File: src/rtl/serial_rx_pkg.sv
// Shared types for the asynchronous serial receiver.
// Assumes nothing beyond the standard language; holds the frame sequencer states.
package serial_rx_pkg;

    typedef enum logic [2:0] {
        RX_IDLE   = 3'd0,
        RX_START  = 3'd1,
        RX_DATA   = 3'd2,
        RX_PARITY = 3'd3,
        RX_STOP1  = 3'd4,
        RX_STOP2  = 3'd5,
        RX_BREAK  = 3'd6
    } rx_state_t;

    typedef struct packed {
        logic long_char;
        logic par_en;
        logic par_odd;
        logic two_stop;
    } rx_cfg_t;

endpackage

File: src/rtl/rx_line_front.sv
// Picks one of the two serial input pin sets and brings the chosen level into the
// clock domain through a chain of flip-flops.
// Assumes the select input only changes while the line is idle; the chain resets
// to the idle (high) level so that reset is never seen as a start bit.
module rx_line_front #(
    parameter int SYNC_STAGES = 2
) (
    input  logic clk,
    input  logic rst_n,
    input  logic line_a,
    input  logic line_b,
    input  logic pin_sel,
    output logic line_sync
);

    logic             raw_line;
    logic [SYNC_STAGES-1:0] chain_q;

    // Pin set multiplexer ahead of the synchroniser.
    always_comb begin
        raw_line = pin_sel ? line_b : line_a;
    end

    genvar gi;
    generate
        for (gi = 0; gi < SYNC_STAGES; gi++) begin : g_sync
            if (gi == 0) begin : g_first
                // First stage captures the asynchronous level.
                always_ff @(posedge clk) begin
                    if (!rst_n) chain_q[0] <= 1'b1;
                    else        chain_q[0] <= raw_line;
                end
            end else begin : g_next
                // Later stages settle the captured level.
                always_ff @(posedge clk) begin
                    if (!rst_n) chain_q[gi] <= 1'b1;
                    else        chain_q[gi] <= chain_q[gi-1];
                end
            end
        end
    endgenerate

    assign line_sync = chain_q[SYNC_STAGES-1];

endmodule

File: src/rtl/rx_frame_fsm.sv
// Frame sequencer: finds a start bit, re-checks it at mid-bit, then samples each
// later bit at its midpoint (OSR ticks apart). It assembles data LSB first, checks
// parity and the first stop bit, and pulses done for one cycle with the character.
// Assumes tick is a one-cycle enable at OSR times the bit rate and line is synchronous.
// Framing options are latched when the start bit is confirmed.
module rx_frame_fsm
    import serial_rx_pkg::*;
#(
    parameter int OSR    = 16,
    parameter int DATA_W = 8
) (
    input  logic              clk,
    input  logic              rst_n,
    input  logic              tick,
    input  logic              line,
    input  rx_cfg_t           cfg,
    output logic              done,
    output logic [DATA_W-1:0] data,
    output logic              perr,
    output logic              ferr
);

    localparam int CW = $clog2(OSR);
    localparam int BW = $clog2(DATA_W + 1);
    localparam logic [CW-1:0] CNT_LAST  = CW'(OSR - 1);
    localparam logic [CW-1:0] CNT_HALF  = CW'(OSR / 2);
    localparam logic [BW-1:0] IDX_LONG  = BW'(DATA_W - 1);
    localparam logic [BW-1:0] IDX_SHORT = BW'(DATA_W - 2);

    rx_state_t         state_q;
    logic [CW-1:0]     cnt_q;
    logic [BW-1:0]     bit_q;
    logic [DATA_W-1:0] shift_q;
    logic              acc_q;
    logic              pe_q;
    rx_cfg_t           lcfg_q;
    logic              sample;
    logic [BW-1:0]     last_idx;
    logic [DATA_W-1:0] aligned;

    // Mid-bit sampling point and the index of the last data bit.
    always_comb begin
        sample   = tick && (cnt_q == CNT_LAST);
        last_idx = lcfg_q.long_char ? IDX_LONG : IDX_SHORT;
        aligned  = lcfg_q.long_char ? shift_q : {1'b0, shift_q[DATA_W-1:1]};
    end

    // Oversampling counter: preset at a start edge, otherwise advances on each tick.
    always_ff @(posedge clk) begin
        if (!rst_n) begin
            cnt_q <= '0;
        end else if (tick) begin
            if (state_q == RX_IDLE && !line) cnt_q <= CNT_HALF;
            else                             cnt_q <= cnt_q + 1'b1;
        end
    end

    // Frame state sequence and data/parity assembly.
    always_ff @(posedge clk) begin
        if (!rst_n) begin
            state_q <= RX_IDLE;
            bit_q   <= '0;
            shift_q <= '0;
            acc_q   <= 1'b0;
            pe_q    <= 1'b0;
            lcfg_q  <= '0;
        end else begin
            case (state_q)
                RX_IDLE: begin
                    if (tick && !line) state_q <= RX_START;
                end
                RX_START: begin
                    if (sample) begin
                        if (line) begin
                            state_q <= RX_IDLE;
                        end else begin
                            state_q <= RX_DATA;
                            bit_q   <= '0;
                            shift_q <= '0;
                            acc_q   <= 1'b0;
                            pe_q    <= 1'b0;
                            lcfg_q  <= cfg;
                        end
                    end
                end
                RX_DATA: begin
                    if (sample) begin
                        shift_q <= {line, shift_q[DATA_W-1:1]};
                        acc_q   <= acc_q ^ line;
                        bit_q   <= bit_q + 1'b1;
                        if (bit_q == last_idx)
                            state_q <= lcfg_q.par_en ? RX_PARITY : RX_STOP1;
                    end
                end
                RX_PARITY: begin
                    if (sample) begin
                        pe_q    <= acc_q ^ line ^ lcfg_q.par_odd;
                        state_q <= RX_STOP1;
                    end
                end
                RX_STOP1: begin
                    if (sample) begin
                        if (!line)                state_q <= RX_BREAK;
                        else if (lcfg_q.two_stop) state_q <= RX_STOP2;
                        else                      state_q <= RX_IDLE;
                    end
                end
                RX_STOP2: begin
                    if (sample) state_q <= RX_IDLE;
                end
                RX_BREAK: begin
                    if (tick && line) state_q <= RX_IDLE;
                end
                default: state_q <= RX_IDLE;
            endcase
        end
    end

    // Character hand-off: one-cycle done with data and error bits at the stop sample.
    always_ff @(posedge clk) begin
        if (!rst_n) begin
            done <= 1'b0;
            data <= '0;
            perr <= 1'b0;
            ferr <= 1'b0;
        end else begin
            done <= 1'b0;
            if (state_q == RX_STOP1 && sample) begin
                done <= 1'b1;
                data <= aligned;
                perr <= lcfg_q.par_en & pe_q;
                ferr <= ~line;
            end
        end
    end

endmodule

File: src/rtl/rx_hold_buf.sv
// Second buffer stage: keeps the last character for software together with its
// parity and framing flags, a ready flag and a sticky overrun flag.
// Assumes done is a one-cycle pulse; a read in the same cycle as done lets the new
// character in.
module rx_hold_buf #(
    parameter int DATA_W = 8
) (
    input  logic              clk,
    input  logic              rst_n,
    input  logic              done,
    input  logic [DATA_W-1:0] din,
    input  logic              perr_in,
    input  logic              ferr_in,
    input  logic              rd_stb,
    output logic [DATA_W-1:0] dout,
    output logic              ready,
    output logic              perr,
    output logic              ferr,
    output logic              ovr
);

    logic accept;

    // A character is taken when the register is empty or is being read now.
    always_comb begin
        accept = done && (!ready || rd_stb);
    end

    // Holding register, per-character flags and overrun tracking.
    always_ff @(posedge clk) begin
        if (!rst_n) begin
            dout  <= '0;
            ready <= 1'b0;
            perr  <= 1'b0;
            ferr  <= 1'b0;
            ovr   <= 1'b0;
        end else begin
            if (rd_stb) begin
                ready <= 1'b0;
                perr  <= 1'b0;
                ferr  <= 1'b0;
                ovr   <= 1'b0;
            end
            if (accept) begin
                dout  <= din;
                ready <= 1'b1;
                perr  <= perr_in;
                ferr  <= ferr_in;
            end else if (done) begin
                ovr <= 1'b1;
            end
        end
    end

endmodule

File: src/rtl/serial_rx_dbuf.sv
// Top of the double-buffered asynchronous receiver: pin selection and sync,
// frame sequencer, and holding register.
// Assumes tick16 is supplied by an external baud source and that pin_sel only
// changes while the line is idle.
module serial_rx_dbuf
    import serial_rx_pkg::*;
#(
    parameter int OSR         = 16,
    parameter int DATA_W      = 8,
    parameter int SYNC_STAGES = 2
) (
    input  logic              clk,
    input  logic              rst_n,
    input  logic              line_a,
    input  logic              line_b,
    input  logic              pin_sel,
    input  logic              tick16,
    input  logic              cfg_eight,
    input  logic              cfg_par_en,
    input  logic              cfg_par_odd,
    input  logic              cfg_two_stop,
    input  logic              rd_stb,
    output logic [DATA_W-1:0] rx_data,
    output logic              rx_ready,
    output logic              err_parity,
    output logic              err_frame,
    output logic              err_overrun
);

    logic              line_sync;
    rx_cfg_t           frame_cfg;
    logic              frm_done;
    logic [DATA_W-1:0] frm_data;
    logic              frm_perr;
    logic              frm_ferr;

    // Bundle the framing inputs for the sequencer.
    always_comb begin
        frame_cfg.long_char = cfg_eight;
        frame_cfg.par_en    = cfg_par_en;
        frame_cfg.par_odd   = cfg_par_odd;
        frame_cfg.two_stop  = cfg_two_stop;
    end

    rx_line_front #(.SYNC_STAGES(SYNC_STAGES)) front_i (
        .clk       (clk),
        .rst_n     (rst_n),
        .line_a    (line_a),
        .line_b    (line_b),
        .pin_sel   (pin_sel),
        .line_sync (line_sync)
    );

    rx_frame_fsm #(.OSR(OSR), .DATA_W(DATA_W)) fsm_i (
        .clk   (clk),
        .rst_n (rst_n),
        .tick  (tick16),
        .line  (line_sync),
        .cfg   (frame_cfg),
        .done  (frm_done),
        .data  (frm_data),
        .perr  (frm_perr),
        .ferr  (frm_ferr)
    );

    rx_hold_buf #(.DATA_W(DATA_W)) hold_i (
        .clk     (clk),
        .rst_n   (rst_n),
        .done    (frm_done),
        .din     (frm_data),
        .perr_in (frm_perr),
        .ferr_in (frm_ferr),
        .rd_stb  (rd_stb),
        .dout    (rx_data),
        .ready   (rx_ready),
        .perr    (err_parity),
        .ferr    (err_frame),
        .ovr     (err_overrun)
    );

endmodule

File: config.mk
export PLATFORM = sky130hd
export DESIGN_NAME = serial_rx_dbuf
export DESIGN_NICKNAME = d
export VERILOG_FILES = /design/src/rtl/serial_rx_pkg.sv /design/src/rtl/rx_line_front.sv /design/src/rtl/rx_frame_fsm.sv /design/src/rtl/rx_hold_buf.sv /design/src/rtl/serial_rx_dbuf.sv
export SDC_FILE = /design/constraint.sdc
export NUM_CORES = 1
export LEC_CHECK = 0
export BUFFER_PORTS_ARGS = -buffer_cell sky130_fd_sc_hd__clkbuf_2
export CAP_MARGIN = 20
export CORE_ASPECT_RATIO = 0.75
export CORE_MARGIN = 2
export CORE_UTILIZATION = 45
export DETAILED_ROUTE_END_ITERATION = 16
export GPL_TIMING_DRIVEN = 0
export PLACE_DENSITY = 0.73
export SLEW_MARGIN = 5
export SYNTH_ARGS = -nofsm -noshare
export SYNTH_HDL_FRONTEND = slang
export SYNTH_SLANG_ARGS = --single-unit
File: constraint.sdc
create_clock -name clk -period 4.4 [get_ports clk]
set_clock_uncertainty 0.05 [all_clocks]
set_input_delay 1.1 -clock clk [delete_from_list [all_inputs] [get_ports clk]]
set_output_delay 1.1 -clock clk [all_outputs]
set_load 0.02 [all_outputs]
==> results.md, run 1 <==
Status:
- The flow ran to the end, and the final reports show no timing, DRC or antenna violations.

Layout:
- The library cells used most frequently in the layout, excluding fill and tap cells, are sky130_fd_sc_hd__dfxtp_1 (50), sky130_fd_sc_hd__mux2i_1 (26), sky130_fd_sc_hd__clkbuf_2 (21).
- The repair_antennas step left the layout with diodes totalling 0.
- The number of fill cells is around 460.
- The library cell used most frequently in the layout, excluding fill and tap cells, is sky130_fd_sc_hd__dfxtp_1.
- The count of nets after finishing is between 200 and 300.
- The area growth from synthesis to layout is 11.5%.
- For this run, the share of the core covered by cells in the final layout is between 50% and 60%.
- The summed area of non-filler cells in the final layout is 2620 µm².
- In the final layout, flip-flops and latches occupy around 1000 µm².
- Summing all multi-input logic gate instances after layout gives roughly 1200 µm².
- Cells with a size suffix above 1 make up about a fifth of the layout.
- The final standard cell count with taps included and fillers excluded is between 300 and 400.

Global route:
- The total grt overflow is 0.
- For this run, the total global-route usage over all layers was measured as between 10% and 20%.
- The initial antenna violation count came to 0.
- The pin count of the biggest net entering global routing is 17.
- The global-route wire length before repair is slightly below 8 mm.
- The via count of the first global-routing pass is ~1700.

Synth:
- The yosys synthesis warning count is 0.
- The synthesized instance count is 240.
- After synthesis, the cell types taking the most area are sky130_fd_sc_hd__dfxtp_1 (43%), sky130_fd_sc_hd__mux2i_1 (11%), sky130_fd_sc_hd__nor2b_1 (4.8%), sky130_fd_sc_hd__o211a_1 (3.0%), sky130_fd_sc_hd__a22oi_1 (2.9%).
- The most common flop cell mapped by yosys is sky130_fd_sc_hd__dfxtp_1.
- The cell type contributing the most total cell area after synthesis is sky130_fd_sc_hd__dfxtp_1.
- For this run, asynchronously set or reset flops after synthesis account for 0%.
- After synthesis the cells add up to between 2000 and 2500 µm².
- The area share of the largest cell type after synthesis is 42.6%.
- The number of nets in the synthesized netlist is about 250.
- The number of enable-type register cells in the synthesized netlist is 0.
- The synthesized design contains 50 register bits.
- The mean cell area of the mapped netlist is 9.78 µm².
- Sequential elements use 42.6% of the synthesized area.
- The count of unique library cells instantiated by Yosys is 51.

Power and ir drop:
- The clock network is responsible for a little under a third of the overall power.
- The internal portion of the total power is between 600 and 700 µW.
- For this design the static power due to leakage is around 1.1 nW.
- Combinational cells account for around an eighth of the total power.
- The worst-case IR drop observed on VDD is 0.154 mV.
- The power density normalized to cell area is roughly 320 nW/µm².
- The share of total power consumed by net switching is approximately a quarter.
- Per report_power, the sequential group accounts for between 50% and 60% of the total.
- After layout, the design draws a total of a little over 800 µW.
- The switching power is 214 µW.

Die:
- The total I/O pin count is 23.
- The initial utilization of the core area, before any placement, comes to ~47%.
- The area of the core is between 4000 and 5000 µm².
- The floorplan has 22 rows.
- The floorplan die width is just under 90 µm.
- The floorplan step defined a die boundary enclosing 5820 µm².
- The die is 66.5 µm tall.

STA:
- The total of endpoints with negative setup slack in the final report is 0.
- For the pin with the worst max-slew slack, the measured transition is slightly above 0.5 ns.
- The max-slew violation total from the final report came to 0.
- Setup repair after global routing left no endpoint under its margin.
- The number of hold-slack violations in the final timing report is 0.
- The setup slack of the critical path after layout is ~2.3 ns.
- The worst pin sits at a relative slew slack of 66.1%.
- Dividing the final minimum period by the clock period gives 47.3%.
- The worst path needs ~2.1 ns of the cycle, external delays included.
- The maximum clock frequency is 480 MHz.
- The total negative slack for setup checks is 0 ns.
- Final hold analysis gives a worst-case slack of ~0.37 ns.

Clock tree:
- The number of resized instances in the post-cts repair step is 0.
- The TritonCTS clock tree is done.
- The source-to-sink clock delay at the later pin of the worst-skew pair is 0.30 ns.
- The clock transition at the registers of the reported paths is around 0.09 ns.
- The post-CTS setup repair buffer count is 0.
- The TritonCTS buffer count is 5.
- The H-tree depth reported by CTS is 2.
- The post-cts hold buffer count is 0.
- The number of buffers on the longest clock path is 2.
- In this run the clock root is driven by a sky130_fd_sc_hd__clkbuf_8.
- Clock tree synthesis found a total of 50 sinks.

Route:
- For this block, the routed nets add up to approximately 4.6 mm of wire.
- The first-pass iteration count of the detailed router is 4.
- In the routed design, unresolved DRC markers number 0.
- The via total after detailed routing is 1771.
- The number of vias per cell is approximately 5.4.
- The iteration-0 DRC count of the detailed router is around 110.
- Once detail routing completed, the nets flagged for antenna violations numbered 0.
- In the final routed layout, each cell accounts on average for 13.9 µm.

Place:
- The count of buffers added on input and output ports is 21.
- The number of cells after detailed placement is roughly 320.
- The area after detailed placement is about 2500 µm².
- After legalization and detailed placement, the total HPWL measured ~3.3 mm.
- Prior to clock tree synthesis, the placed netlist has a worst setup slack of roughly 2.0 ns.
- The final RePlAce weighted congestion is approximately 0.80.

Worst setup path:
- The required time of the critical path is 4.53 ns.
- The largest fanout on the critical path is 10.
- The start-to-end type of the worst setup path is input port to register.
- The largest stage delay on the critical path is approximately 0.35 ns.
- Traced cell by cell, the critical path runs through clkbuf_2 -> buf_2 -> nand4_1 -> nor2_1 -> a31oi_1 -> a2111oi_1.
- STA classifies the critical path startpoint as an input port.
- The slowest library cell on the worst path is sky130_fd_sc_hd__a2111oi_1.
- The data arrival time at the worst-slack endpoint is approximately 2.2 ns.
- The critical path contains buffers and inverters numbering 2 combined.
- STA classifies the critical path endpoint as a register.
- On the critical path the largest part of the delay comes from compound AO/OA/AOI/OAI gates.

Flow run:
- Max-cap violations in this run came to 0.

Hold path:
- The class of the tightest hold or removal check is register to register.
## worst reg2reg max path: cells and delay by family (launching register included)
family | cells | cell delay (ns)
AO/OA/AOI/OAI | 2 | 0.45
adder cells (fa/ha/maj) | 1 | 0.22
buffers and inverters | 1 | 0.15
flip-flops | 1 | 0.38
multiplexers | 1 | 0.27
AND/OR/NAND/NOR | 1 | 0.22
## flip-flops by register name, summed over array words and instances (netlist names)
register           flops
fsm_i.lcfg_q           4
fsm_i.cnt_q            4
fsm_i.pe_q             1
fsm_i.acc_q            1
front_i.chain_q        1
hold_i.perr            1
hold_i.ready           1
fsm_i.bit_q            4
hold_i.ferr            1
fsm_i.done             1
fsm_i.shift_q          8
fsm_i.state_q          3
fsm_i.perr             1
hold_i.dout            8
fsm_i.data             8
front_i.line_sync      1
hold_i.ovr             1
fsm_i.ferr             1
## layout make-up
cell class	instances	share of cell area, %
timing repair buffer	21	4.02
tap	60	2.87
multi-input combinational	169	46.9
clock buffer	5	2.63
inverter	2	0.287
buffer	19	4.21
clock inverter	3	0.813
sequential	50	38.2
## logic make-up after synthesis
| logic type | count (synthesis) | share of synthesized area [%] |
|---|---|---|
| AO/OA/AOI/OAI | 47 | 16.3 |
| multiplexers | 26 | 11.1 |
| buffers and inverters | 21 | 5.01 |
| flip-flops | 50 | 42.6 |
| AND/OR/NAND/NOR | 90 | 22.4 |
| adder cells (fa/ha/maj) | 2 | 1.07 |
| XOR/XNOR | 4 | 1.49 |
## routing by layer
layer	up-vias	routed length (µm)	track usage, %
li1	912	-	-
met1	831	2400	25.7
met2	26	1980	25.3
met3	2	176	3.72
met4	0	9	3.46
met5	-	0	0
## synth_stat cells (all sizes together) (2+ instances only)
cell type,number
nand3,6
nor2b,19
and3,3
xnor2,4
o21ai,6
a21oi,4
o21a,2
a211oi,2
ha,2
a31oi,2
a22oi,9
nand3b,4
dfxtp,50
mux2i,26
nand4,4
o211a,7
o211ai,2
nand2b,9
and4,2
clkbuf,6
nand2,14
nor3,2
and2,3
a311oi,2
inv,2
buf,13
a21boi,6
nor2,16
nor3b,3
## power groups by stage
stage | Sequential, mW | Combinational [mW] | Clock [mW]
after global placement | 0.474 | 0.101 | 0
after detailed placement | 0.474 | 0.102 | 0
after global routing | 0.465 | 0.112 | 0.296
after floorplan | 0.473 | 0.0799 | 0
after CTS | 0.463 | 0.102 | 0.271
final | 0.463 | 0.103 | 0.266
## worst paths after layout
path / startpoint / endpoint / depth (start not counted) / slack, ns
setup / recovery: tick16 / fsm_i.acc_q$_SDFFE_PN0P_ / 6 / 2.32
hold / removal: front_i.chain_q[0]$_SDFF_PN1_ / front_i.line_sync$_SDFF_PN1_ / 1 / 0.37
setup reg to reg: fsm_i.cnt_q[0]$_SDFFE_PN0P_ / fsm_i.state_q[1]$_SDFFE_PN0P_ / 6 / 2.58
hold reg to reg: front_i.chain_q[0]$_SDFF_PN1_ / front_i.line_sync$_SDFF_PN1_ / 1 / 0.37
Power figures use the tool's default switching activity.
==> inputs of run 2 (changes only) <==
--- a/config.mk
+++ b/config.mk
@@ -12,7 +12,7 @@
 export CORE_UTILIZATION = 45
 export DETAILED_ROUTE_END_ITERATION = 16
 export GPL_TIMING_DRIVEN = 0
-export PLACE_DENSITY = 0.73
+export PLACE_DENSITY = 0.76
 export SLEW_MARGIN = 5
 export SYNTH_ARGS = -nofsm -noshare
 export SYNTH_HDL_FRONTEND = slang
==> constraint.sdc (replaced) <==
create_clock -name clk -period 1.7 [get_ports clk]
set_clock_uncertainty 0.05 [all_clocks]
set_input_delay 0.425 -clock clk [delete_from_list [all_inputs] [get_ports clk]]
set_output_delay 0.425 -clock clk [all_outputs]
set_load 0.02 [all_outputs]
==> run 2 against run 1 <==
Power increased to 2.8 times the previous value. Count of clock-buffer cells in the layout increased by 1. Worst hold slack got worse by 0.085 ns. Via count increased by 6.2%. Register-to-register slack got worse by 2.5 ns. Wire length increased by 8.0%. Utilization increased by 1.9 points. Largest cell class unchanged. Highest routed layer unchanged.
==> results.md, run 2 (synthesis gave the netlist of run 1 again) <==
Layout:
- The count of nets after finishing is 285 (+1.4%).
- The number of inserted diodes is 0 (unchanged).
- The core utilization of the finished layout is 54.8% (+1.9 points).
- Leaving out fill and tap cells, the most frequent cells in the layout are sky130_fd_sc_hd__dfxtp_1 (48), sky130_fd_sc_hd__mux2i_1 (26), sky130_fd_sc_hd__clkbuf_2 (21).
- The most common library cell in the layout ignoring fill and taps is sky130_fd_sc_hd__dfxtp_1.
- The layout cell share with drive strength beyond 1 is 23.4% (+3.7 points).
- Compared with the post-synthesis result, the final layout area differs by 15.6%.
- In the final layout, the registers with the most flip-flops are fsm_i.data: 8 flops, fsm_i.shift_q: 8 flops, hold_i.dout: 8 flops.

Worst setup path:
- The largest stage delay on the critical path is 0.39 ns (+0.04 ns).
- The number of cells on the critical path is 6 (unchanged).
- The capturing instance or port of the critical path is fsm_i.state_q[2]$_SDFFE_PN0P_.
- The endpoint class of the critical path is a register.
- The family of cells with the greatest summed delay on the critical path is compound AO/OA/AOI/OAI gates.
- The reg-to-reg critical path endpoint is fsm_i.state_q[2]$_SDFFE_PN0P_.
- Walking the worst path, the cells encountered are ha_4 -> and4_4 -> buf_6 -> o21ai_0 -> a311oi_1 -> o31ai_1.
- The number of buffer and inverter instances along the worst setup path was 1 (-1).
- The worst setup path is launched from a register.
- The start-to-end type of the worst setup path is register to register.
- The required time of the critical path is 1.84 ns (-2.69 ns).
- The source of the critical timing path is fsm_i.cnt_q[0]$_SDFFE_PN0P_.
- The data arrival time at the worst-slack endpoint is 1.77 ns (-0.44 ns).
- The startpoint identified for the worst register-to-register timing path is fsm_i.cnt_q[0]$_SDFFE_PN0P_.
- The largest fanout on the critical path is 5 (-5).
- The depth of the worst register-to-register path was 6 (unchanged).
- The internal reg-to-reg setup slack is 0.07 ns (-2.51 ns).
- Among all stages on the critical path, the largest delay is contributed by sky130_fd_sc_hd__a311oi_1.

Flow run:
- The number of max-capacitance violations reported was 0 (unchanged).

STA:
- The measured slew at the worst slew-check pin is 0.543 ns (+0.0350 ns).
- The number of hold-slack violations in the final timing report is 0 (unchanged).
- The normalized max-slew margin was 63.8% (-2.3 points).
- The max-slew violation total from the final report is 0 (unchanged).
- The total negative slack for setup checks is 0 ns (unchanged).
- In the finished design, the share of the clock period the worst path needs comes to between 90% and 100%.
- The maximum clock frequency is ~610 MHz.
- The final critical delay including setup and external delays is 1.63 ns.
- The total of endpoints with negative setup slack in the final report is 0 (unchanged).
- The setup slack of the critical path after layout is 0.0689 ns (-2.25 ns).

Hold path:
- The cell depth of the worst hold path came to 3 (+2).
- In this run the worst hold path is classified as input port to register.

Power and ir drop:
- The power density normalized to cell area was 858 nW/µm² (+170%).
- The internal power summed over all cells is 1.77 mW (+190%).
- The switching power came to 560 µW (+160%).
- The peak supply drop is 0.477 mV (+210%).
- The clock network power share is 35.6% (+3.7 points).
- The share of total power consumed by net switching was 24.0% (-1.7 points).
- The static leakage power is 1.17 nW (+2.4%).
- The share of power burned in registers is 51.5% (-4.2 points).
- The share of power burned in combinational logic is 12.8% (+0.4 points).

Die:
- The number of rows created at floorplan is 22 (unchanged).
- The floorplan die width is 87.4 µm (unchanged).
- The die area was 5820 µm² (unchanged).
- The area of the core was 4950 µm² (unchanged).
- The height of the die is 66.5 µm (unchanged).
- The initial cell density of the core is 47.4% (unchanged).
- The total I/O pin count is 23 (unchanged).

Route:
- The detail-routed net length per standard cell came to 14.8 µm (+6.7%).
- The iteration-0 DRC count of the detailed router is 115 (+3.6%).
- The remaining antenna violation count after routing is 0 (unchanged).
- The final wirelength was 4.93 mm (+8.0%).
- The number of vias per cell is 5.65 (+4.9%).
- The via total after detailed routing is 1881 (+6.2%).
- The first-pass iteration count of the detailed router came to 4 (unchanged).
- The number of DRC violations after detailed routing was 0 (unchanged).

Clock tree:
- The H-tree depth reported by CTS was 2 (unchanged).
- TritonCTS built the clock tree.
- The root buffer cell chosen for the clock tree is sky130_fd_sc_hd__clkbuf_8.
- The TritonCTS buffer count came to 5 (unchanged).
- The source-to-sink clock delay at the later pin of the worst-skew pair came to 0.31 ns (about the same).
- The clock sink count is 50 (unchanged).
- The clock transition at the registers of the reported paths is 0.09 ns (about the same).
- The number of buffers on the longest clock path was 2 (unchanged).

Global route:
- The via count of the first global-routing pass is 1757 (+5.7%).
- The pin count of the biggest net entering global routing is 16 (-1).
- The combined global-route utilization of all metal layers is 18.4% (+1.2 points).
- The initial antenna violation count is 0 (unchanged).
- The total grt overflow was 0 (unchanged).
- The global-route wire length before repair is 8.39 mm (+5.7%).

Place:
- The worst setup slack before clock tree synthesis was -0.0940 ns (-2.11 ns).
- The final RePlAce weighted congestion is 0.857 (+7.0%).
- The number of buffers inserted by port buffering is 21 (unchanged).
- The total half-perimeter wirelength after legalization and detailed placement is 3.42 mm (+3.3%).

Status:
- The flow ran to the end, and the final reports show no timing, DRC or antenna violations.
## run 2: power groups by stage
| stage | clock network (mW) | logic [mW] | registers, mW |
|---|---|---|---|
| after global placement | 0 | 0.257 | 1.23 |
| after detailed placement | 0 | 0.263 | 1.23 |
| after floorplan | 0 | 0.207 | 1.22 |
| after CTS | 0.840 | 0.281 | 1.20 |
| after global routing | 0.897 | 0.326 | 1.20 |
| final | 0.830 | 0.299 | 1.20 |
## run 2: how the worst min path moves through the flow
stage,start,end
2_1_floorplan,front_i.chain_q[0]$_SDFF_PN1_,front_i.line_sync$_SDFF_PN1_
3_3_place_gp,front_i.chain_q[0]$_SDFF_PN1_,front_i.line_sync$_SDFF_PN1_
3_5_place_dp,front_i.chain_q[0]$_SDFF_PN1_,front_i.line_sync$_SDFF_PN1_
4_1_cts,rd_stb,hold_i.ovr$_SDFF_PN0_
5_1_grt,rd_stb,hold_i.ovr$_SDFF_PN0_
6_report,line_a,front_i.chain_q[0]$_SDFF_PN1_
## run 2: layer usage
metal  global-route usage, %  up-vias  part of all wire, %
met5                       0        -                    0
met4                    7.88        0                  1.4
met3                    4.58        8                  3.9
met2                    27.5       41                   46
met1                    25.2      911                   49
li1                        -      921                    -
## run 2: through the flow
| stage | cell area, µm² | hold WS, ns | total power [mW] | instances |
|---|---|---|---|---|
| after floorplan | 2350 | 0.336 | 1.43 | 240 |
| after global placement | 2530 | 0.357 | 1.48 | 321 |
| after detailed placement | 2530 | 0.358 | 1.49 | 321 |
| after CTS | 2650 | 0.282 | 2.32 | 329 |
| after global routing | 2710 | 0.304 | 2.43 | 333 |
| final | 2710 | 0.287 | 2.33 | 333 |
## run 2: layout make-up
cell class              count  area [µm²]
fillers                   455        2240
multi-input cells         169        1260
flip-flops and latches     50        1010
repair buffers             26         140
plain buffers              18         115
well taps                  60        75.1
clock buffers               6        72.6
clock inverters             2        37.5
inverters                   2        7.51
## run 2: worst reg2reg max path: stages, from the launching register on
cell                       delay, ns
sky130_fd_sc_hd__dfxtp_2        0.37
sky130_fd_sc_hd__ha_4           0.15
sky130_fd_sc_hd__and4_4         0.24
sky130_fd_sc_hd__buf_6          0.13
sky130_fd_sc_hd__o21ai_0        0.09
sky130_fd_sc_hd__a311oi_1       0.39
sky130_fd_sc_hd__o31ai_1        0.10
## run 2: timing repair
action                     in CTS  in global routing
setup endpoints to repair      18                 30
gates resized for setup         4                  9
gates cloned                    0                  1
pin swaps                       1                  0
setup buffers                   1                  3
hold buffers                    0                  0
